===== config.mk =====
export PLATFORM = sky130hd
export DESIGN_NAME = muldiv_unit
export DESIGN_NICKNAME = d
export VERILOG_FILES = /design/src/rtl/muldiv_pkg.sv /design/src/rtl/muldiv_mult.sv /design/src/rtl/muldiv_divcore.sv /design/src/rtl/muldiv_unit.sv
export SDC_FILE = /design/constraint.sdc
export NUM_CORES = 2
export LEC_CHECK = 0
export CAP_MARGIN = 5
export CORE_ASPECT_RATIO = 0.75
export CORE_MARGIN = 1
export CORE_UTILIZATION = 40
export DETAILED_ROUTE_END_ITERATION = 16
export PLACE_DENSITY = 0.61
export RECOVER_POWER = 25
export SLEW_MARGIN = 25
export SYNTH_ARGS = -nofsm -noshare
export SYNTH_HDL_FRONTEND = slang
export SYNTH_SLANG_ARGS = --single-unit

===== constraint.sdc =====
create_clock -name clk -period 14.36 [get_ports clk]
set_input_delay 2.872 -clock clk [delete_from_list [all_inputs] [get_ports clk]]
set_output_delay 2.872 -clock clk [all_outputs]
set_load 0.005 [all_outputs]

===== src/rtl/muldiv_pkg.sv =====
package muldiv_pkg;
  typedef enum logic [2:0] {
    ST_IDLE,
    ST_MUL,
    ST_PREP,
    ST_LOOP,
    ST_FIX
  } mdu_state_t;

  localparam logic [2:0] OP_MUL    = 3'd0;
  localparam logic [2:0] OP_MULH   = 3'd1;
  localparam logic [2:0] OP_MULHSU = 3'd2;
  localparam logic [2:0] OP_MULHU  = 3'd3;
  localparam logic [2:0] OP_DIV    = 3'd4;
  localparam logic [2:0] OP_DIVU   = 3'd5;
  localparam logic [2:0] OP_REM    = 3'd6;
  localparam logic [2:0] OP_REMU   = 3'd7;
endpackage


===== src/rtl/muldiv_mult.sv =====
module muldiv_mult #(
  parameter int W = 32
) (
  input  logic [2:0]   func,
  input  logic [W-1:0] a,
  input  logic [W-1:0] b,
  output logic [W-1:0] prod_sel
);
  import muldiv_pkg::*;
  localparam int PW = 2 * W;

  logic         a_signed, b_signed;
  logic [PW-1:0] ext_a, ext_b, full;

  // code 1: both operands signed; code 2: only the first operand signed
  assign a_signed = (func == OP_MULH) || (func == OP_MULHSU);
  assign b_signed = (func == OP_MULH);

  // extending both operands to 2W bits makes a 2W-bit truncated product exact
  assign ext_a = {{W{a_signed & a[W-1]}}, a};
  assign ext_b = {{W{b_signed & b[W-1]}}, b};
  assign full  = ext_a * ext_b;

  assign prod_sel = (func == OP_MUL) ? full[W-1:0] : full[PW-1:W];
endmodule


===== src/rtl/muldiv_divcore.sv =====
module muldiv_divcore #(
  parameter int W = 32
) (
  input  logic         clk,
  input  logic         rst_n,
  input  logic         load,
  input  logic         run,
  input  logic [W-1:0] dividend,
  input  logic [W-1:0] divisor,
  output logic [W-1:0] quot,
  output logic [W-1:0] rem,
  output logic         last
);
  localparam int CW = $clog2(W);
  localparam logic [CW-1:0] LAST_CNT = CW'(W - 1);

  logic [W-1:0]  rem_q, quo_q, dvs_q;
  logic [CW-1:0] cnt_q;
  logic [W:0]    shifted, trial;

  assign shifted = {rem_q, quo_q[W-1]};
  assign trial   = shifted - {1'b0, dvs_q};

  always_ff @(posedge clk or negedge rst_n) begin
    if (!rst_n) begin
      rem_q <= '0;
      quo_q <= '0;
      dvs_q <= '0;
      cnt_q <= '0;
    end else if (load) begin
      rem_q <= '0;
      quo_q <= dividend;
      dvs_q <= divisor;
      cnt_q <= '0;
    end else if (run) begin
      cnt_q <= cnt_q + 1'b1;
      if (!trial[W]) begin
        rem_q <= trial[W-1:0];
        quo_q <= {quo_q[W-2:0], 1'b1};
      end else begin
        rem_q <= shifted[W-1:0];
        quo_q <= {quo_q[W-2:0], 1'b0};
      end
    end
  end

  assign quot = quo_q;
  assign rem  = rem_q;
  assign last = run && (cnt_q == LAST_CNT);

  // restoring invariant: the partial remainder never reaches the divisor
  p_rem_bound_r7: assert property (@(posedge clk) disable iff (!rst_n)
    run |-> (rem_q < dvs_q));
endmodule


===== src/rtl/muldiv_unit.sv =====
module muldiv_unit #(
  parameter int W = 32
) (
  input  logic         clk,
  input  logic         rst_n,
  input  logic         in_valid,
  output logic         in_ready,
  input  logic [2:0]   in_func,
  input  logic [W-1:0] in_a,
  input  logic [W-1:0] in_b,
  output logic         busy,
  output logic         out_valid,
  output logic [W-1:0] result
);
  import muldiv_pkg::*;
  localparam logic [W-1:0] MIN_NEG  = {1'b1, {(W-1){1'b0}}};
  localparam logic [W-1:0] ALL_ONES = '1;

  mdu_state_t   state_q;
  logic [2:0]   func_q;
  logic [W-1:0] a_q, b_q;
  logic         neg_q_q, neg_r_q;
  logic         accept, is_signed, neg_a, neg_b, b_zero, ovf, corner;
  logic [W-1:0] mag_a, mag_b, mul_out, dq, dr, last_dummy_unused;
  logic         div_last, div_load, div_run;

  assign in_ready = (state_q == ST_IDLE);
  assign busy     = (state_q != ST_IDLE);
  assign accept   = in_valid && in_ready;

  // signed division codes are 4 and 6 (bit 0 clear)
  assign is_signed = !func_q[0];
  assign neg_a     = is_signed && a_q[W-1];
  assign neg_b     = is_signed && b_q[W-1];
  assign mag_a     = neg_a ? (~a_q + 1'b1) : a_q;
  assign mag_b     = neg_b ? (~b_q + 1'b1) : b_q;
  assign b_zero    = (b_q == '0);
  assign ovf       = is_signed && (a_q == MIN_NEG) && (b_q == ALL_ONES);
  assign corner    = b_zero || ovf;

  assign div_load  = (state_q == ST_PREP) && !corner;
  assign div_run   = (state_q == ST_LOOP);
  assign last_dummy_unused = '0;

  muldiv_mult #(.W(W)) u_mult (
    .func     (func_q),
    .a        (a_q),
    .b        (b_q),
    .prod_sel (mul_out)
  );

  muldiv_divcore #(.W(W)) u_div (
    .clk      (clk),
    .rst_n    (rst_n),
    .load     (div_load),
    .run      (div_run),
    .dividend (mag_a),
    .divisor  (mag_b),
    .quot     (dq),
    .rem      (dr),
    .last     (div_last)
  );

  always_ff @(posedge clk or negedge rst_n) begin
    if (!rst_n) begin
      state_q   <= ST_IDLE;
      func_q    <= '0;
      a_q       <= '0;
      b_q       <= '0;
      neg_q_q   <= 1'b0;
      neg_r_q   <= 1'b0;
      out_valid <= 1'b0;
      result    <= '0;
    end else begin
      out_valid <= 1'b0;
      unique case (state_q)
        ST_IDLE: if (accept) begin
          func_q  <= in_func;
          a_q     <= in_a;
          b_q     <= in_b;
          state_q <= in_func[2] ? ST_PREP : ST_MUL;
        end
        ST_MUL: begin
          result    <= mul_out;
          out_valid <= 1'b1;
          state_q   <= ST_IDLE;
        end
        ST_PREP: begin
          if (b_zero) begin
            result    <= func_q[1] ? a_q : ALL_ONES;
            out_valid <= 1'b1;
            state_q   <= ST_IDLE;
          end else if (ovf) begin
            result    <= func_q[1] ? '0 : MIN_NEG;
            out_valid <= 1'b1;
            state_q   <= ST_IDLE;
          end else begin
            neg_q_q <= neg_a ^ neg_b;
            neg_r_q <= neg_a;
            state_q <= ST_LOOP;
          end
        end
        ST_LOOP: if (div_last) state_q <= ST_FIX;
        ST_FIX: begin
          if (func_q[1]) result <= neg_r_q ? (~dr + 1'b1) : dr;
          else           result <= neg_q_q ? (~dq + 1'b1) : dq;
          out_valid <= 1'b1;
          state_q   <= ST_IDLE;
        end
        default: state_q <= ST_IDLE;
      endcase
    end
  end

  p_pulse_r9: assert property (@(posedge clk) disable iff (!rst_n)
    out_valid |=> !out_valid);
  p_hold_r9: assert property (@(posedge clk) disable iff (!rst_n)
    !out_valid |-> $stable(result));
  p_mul_lat_r8: assert property (@(posedge clk) disable iff (!rst_n)
    (state_q == ST_MUL) |=> (out_valid && !busy));
  p_div_zero_r4: assert property (@(posedge clk) disable iff (!rst_n)
    (state_q == ST_PREP && b_zero && !func_q[1]) |=> (out_valid && result == ALL_ONES));
  p_rem_zero_r5: assert property (@(posedge clk) disable iff (!rst_n)
    (state_q == ST_PREP && b_zero && func_q[1]) |=> (out_valid && result == $past(a_q)));
  p_ovf_r6: assert property (@(posedge clk) disable iff (!rst_n)
    (state_q == ST_PREP && !b_zero && ovf) |=> (out_valid && result == (func_q[1] ? '0 : MIN_NEG)));
  p_ready_r1: assert property (@(posedge clk) disable iff (!rst_n)
    (busy && in_valid) |=> $stable(func_q));
endmodule


After elaboration in Yosys (flattened, before gate mapping)

Cells that the tools add are included.

Register bits: 206
Word-level logic and storage cells: 90
Output and inout bits: 35
Input port bits: 70

Multiply operators: 1
Reduce and logical (&&, ||, !) cells: 22
Bitwise logic cells: 9
Equality and inequality tests: 12
Add/subtract/negate cells: 6
Mux-type cells: 28

Operators with widths:

| operator              | number |
|---|---|
| $mux 32               | 15 |
| $add 32x1->32 const B | 4 |
| $not 32->32           | 4 |
| $pmux 32 s3           | 1 |
| $eq 32x32->1 const B  | 2 |
| $mul 33x33->64        | 1 |
| $sub 33x32->33        | 1 |
| $logic_not 32->1      | 1 |
| $mux 5                | 2 |
| $eq 3x2->1 const B    | 3 |
| $pmux 3 s3            | 1 |
| $logic_and 1x1->1     | 7 |
| $eq 3x1->1 const B    | 2 |
| $logic_not 3->1       | 2 |
| $mux 2                | 3 |
| $mux 3                | 2 |
| $reduce_and 2->1      | 3 |
| $reduce_bool 3->1     | 2 |
| $add 5x1->5 const B   | 1 |
| $eq 5x5->1 const B    | 1 |
| $eq 3x3->1 const B    | 1 |
| $mux 1                | 3 |
| $ne 3x3->1 const B    | 1 |
| $reduce_and 3->1      | 1 |
| other kinds (10)      | 14 |

Depth between registers and ports, before layout

Depth after elaboration: 7
Gate-level depth with buffers: 32
Mapped depth without buffers: 29

Hierarchy

Synthesis repeated with hierarchy kept, for this count alone.

Cell total of the unflattened synthesis: 5953
Area, all modules: 52919.5 sq um

Modules (own cells, without submodules):

| module         | area each (sq um) | times used | cells an instance |
|---|---|---|---|
| muldiv_mult    | 38532.0           | 1          | 4346 |
| muldiv_unit    | 8037.7            | 1          | 887 |
| muldiv_divcore | 6349.8            | 1          | 720 |

Least setup slack after synthesis

OpenSTA, ideal clock, no wires.

Path kind: register -> register
From: register func_q[0]
To: register result[31]
Required time: 14237 ps
Path slack: 5877 ps
Arrival: 8360 ps
Period minus slack after synthesis: 8483 ps
Setup time: 123 ps
Cell stages (with the launch flop): 31
Cell sequence: dfrtp_1 -> clkbuf_1 -> xnor2_1 -> nor3b_1 -> clkbuf_1 -> nand2_1 -> fa_1 -> fa_1 -> inv_1 -> fa_1 -> inv_1 -> fa_1 -> inv_1 -> fa_1 -> fa_1 -> inv_1 -> fa_1 -> fa_1 -> inv_1 -> ha_1 -> clkbuf_1 -> a21oi_1 -> nor2b_1 -> o21ai_0 -> a21oi_1 -> o21ai_0 -> nand2b_1 -> a221oi_1 -> or2_2 -> a31oi_1 -> o221a_1

Word-level cells in the longest chain between the ends: 6

RTL lines:

| item                                     | line                                 | source |
|---|---|---|
| from (decl)                              | muldiv_unit.sv:20                    | `logic [2:0] func_q;` |
| from (signal assigned)                   | muldiv_unit.sv:78                    | `func_q <= in_func;` |
| $eq 3x1->1 or $eq 3x2->1 (tied branches) | muldiv_mult.sv:16, muldiv_mult.sv:17 |  |
| $logic_or 1x1->1                         | muldiv_mult.sv:16                    | `assign a_signed = (func == OP_MULH) \|\| (func == OP_MULHSU);` |
| $and 1x1->1                              | muldiv_mult.sv:20                    | `assign ext_a = {{W{a_signed & a[W-1]}}, a};` |
| $mul 33x33->64                           | muldiv_mult.sv:22                    | `assign full = ext_a * ext_b;` |
| $mux 32                                  | muldiv_mult.sv:24                    | `assign prod_sel = (func == OP_MUL) ? full[W-1:0] : full[PW-1:W];` |
| $pmux 32 s3                              | muldiv_unit.sv:76                    | `unique case (state_q)` |
| to (signal assigned)                     | muldiv_unit.sv:84                    | `result <= mul_out;` |
| to (signal assigned)                     | muldiv_unit.sv:90                    | `result <= func_q[1] ? a_q : ALL_ONES;` |
| to (signal assigned)                     | muldiv_unit.sv:94                    | `result <= func_q[1] ? '0 : MIN_NEG;` |
| to (decl)                                | muldiv_unit.sv:13                    | `output logic [W-1:0] result` |

Several ways; a longest one is shown, not always the timed one.
A chain may end at the register's enable or synchronous reset.

==> results.py <==
metrics = {
    "global_route": {
        "grt_max_degree": 95,
        "track_usage_pct": 26.0,
        "grt_pass1_wl_mm": 258,
        "grt_pass1_vias": 41200,
        "antenna_found_initial": 13,
        "grt_overflow": 0,
    },
    "floorplan": {
        "io-pin-count": 105,
        "start_util_pct": 40.6,
        "die_h_um": 313,
        "rows": 113,
        "die_w_um": 417,
        "dieArea_um2": 130000,
        "core-area_um2": 127000,
    },
    "worst_setup_path": {
        "cp.required_ns": 14.92,
        "path_max_fanout": 94,
        "cp-end-kind": "asynchronous set/reset pin",
        "cp-start-kind": "input port",
        "arrival_ns": 10.55,
        "worstSetupPathType": "input port to asynchronous set/reset pin",
    },
    "synthesis": {
        "ys_seq_area_share_pct": 9.99,
        "async_flop_share_pct": 100,
        "syn_area_per_cell_um2": 8.86,
        "synth_edf_count": 0,
        "synth_flop_cell": "dfrtp_1",
        "netlist_area_um2": 51600,
        "ys_ff_latch": 206,
        "yosysWarningCount": 0,
        "synth_nets": 7273,
        "synthCells": 5826,
        "synth.distinct_cells": 73,
    },
    "place": {
        "hpwl_mm": 128,
        "dp.cells": 7340,
        "gp_congestion": 0.971,
        "io_buffers": 104,
    },
    "drt": {
        "drt_iter0_drc": 3692,
        "wl_per_cell_um": 22.6,
        "drtAntennaViolNets": 0,
        "viasPerCell": 5.47,
        "drt_wl_total_mm": 167,
        "vias": 40400,
        "first_pass_iters": 5,
        "drc": 0,
    },
    "clock_tree": {
        "cts_hold_buffers": 0,
        "cts-root-buf": "clkbuf_16",
        "post_cts_resized": 0,
        "worstSkewPairLatency_ns": 0.60,
        "htree_levels": 1,
        "clock-sinks": 206,
        "path_clk_slew_ns": 0.08,
        "cts-buffers-inserted": 21,
        "post-cts-setup-buffer-count": 0,
        "cts_max_path_buffers": 3,
        "cts_tree": "built",
    },
    "run_status": {
        "outcome": "complete, but fails checks",
        "violations": "capacitance limit, slew limit",
    },
    "sta": {
        "fin_crit_ns": 9.99,
        "min_period_over_period_pct": 69.5,
        "skew_ns": 0.0344,
        "relSlewSlack_pct": -277,
        "worst_pin_slew_ns": 5.66,
        "slew_viol_final": 153,
        "hold_viol": 0,
        "rsz0062_at_grt": "false",
        "fmax_mhz": 100,
        "setup_violations": 0,
        "setup_tns_ns": 0,
    },
    "finish": {
        "fin_nets": 7143,
        "final_cell_mix": "1228 x inv_1, 1126 x fa_1, 955 x nand2_1, 315 x and2_1, 251 x ha_1",
        "fin_cells": 7383,
        "final_common_cell": "inv_1",
        "drive_gt1_share_pct": 4.01,
        "syn_to_final_growth_pct": 6.36,
    },
    "run": {
        "maxCapViolations": 2,
    },
    "worst_hold_path": {
        "hp-class": "flop to flop",
    },
}
[stage by stage]
stage	hold WS (ns)	util [%]	cell area (µm²)	worst slack [ns]
after CTS	0.497	43.1	54900	4.77
after floorplan	0.450	-	51600	5.88
final	0.489	43.1	54900	4.37
after global placement	0.467	42.6	54200	4.93
after global routing	0.523	43.1	54900	3.05
after detailed placement	0.481	42.6	54200	4.79
[state kept, by name, summed over array words and instances, names as in the netlist]
name	flops
a_q	32
func_q	3
state_q	3
neg_r_q	1
u_div.quot	32
result	32
u_div.dvs_q	32
b_q	32
out_valid	1
u_div.rem	32
neg_q_q	1
u_div.cnt_q	5
[layout make-up]
| class | instances | area (µm²) |
|---|---|---|
| Fill cell | 12600 | 72400 |
| Timing Repair Buffer | 203 | 1770 |
| Sequential cell | 206 | 5160 |
| Clock buffer | 29 | 596 |
| Clock inverter | 9 | 115 |
| Multi-Input combinational cell | 4035 | 40500 |
| Inverter | 1229 | 4610 |
| Tap cell | 1667 | 2090 |
| Antenna cell | 5 | 12.5 |
[routing by layer]
metal / vias up / track usage [%] / wire (µm) / share of wire (%)
met4: 0 / 5.30 / 4030 / 2.4
li1: 17300 / - / - / -
met1: 21100 / 38.9 / 75000 / 45
met5: - / 0 / 0 / 0
met3: 200 / 5.96 / 16900 / 10
met2: 1742 / 38.4 / 70600 / 42
[synthesized netlist by cell type (17+ instances only)]
cell	instances	area, µm²
inv_1	1228	4610
fa_1	1126	22500
nand2_1	955	3580
and2_1	317	1980
ha_1	251	3140
clkbuf_1	246	923
dfrtp_1	206	5150
nor2_1	192	721
a21oi_1	175	876
o21ai_0	143	716
xnor2_1	115	1010
xor2_1	101	885
buf_1	92	345
mux2_2	60	676
nand3_1	44	220
o21ai_1	44	220
a21o_1	37	278
nor3_1	37	185
a221o_1	34	340
o31ai_1	29	218
o211ai_1	28	210
nand4_1	27	169
mux2i_1	26	260
nand2b_1	24	150
a31oi_1	18	113
buf_2	17	85.1
o41ai_1	17	149
[worst paths after layout]
check | to | slack, ns | depth (start not counted) | from
setup / recovery | b_q[22]$_DFFE_PN0P_ | 4.37 | 3 | rst_n
hold / removal | u_div.dvs_q[28]$_DFFE_PN0P_ | 0.49 | 2 | u_div.dvs_q[28]$_DFFE_PN0P_
setup reg to reg | result[28]$_DFFE_PN0P_ | 4.71 | 30 | func_q[1]$_DFFE_PN0P_
hold reg to reg | u_div.dvs_q[28]$_DFFE_PN0P_ | 0.49 | 2 | u_div.dvs_q[28]$_DFFE_PN0P_
max in group clk | result[28]$_DFFE_PN0P_ | 4.71 | 30 | func_q[1]$_DFFE_PN0P_
min in group asynchronous | state_q[0]$_DFFE_PN0P_ | 4.40 | 1 | rst_n
[worst max-delay path: stages]
cell and delay (ns):
clkbuf_1 3.91, clkbuf_1 2.71, buf_4 0.98
[logic make-up (layout without fill, tap and decap cells)]
kind of cell             count (synthesis)  in the layout  synth area share (%)
multiplexers                            86             86                  1.81
flip-flops                             206            206                  9.99
other                                    0              5                     0
buffers and inverters                 1585           1470                  11.6
XOR/XNOR                               216            216                  3.67
AO/OA/AOI/OAI                          650            650                  8.07
AND/OR/NAND/NOR                       1706           1706                  15.1
adder cells (fa/ha/maj)               1377           1377                  49.8
Power is not shown: default switching activity piles up to over one toggle a cycle in this logic, so the estimate is an artifact.
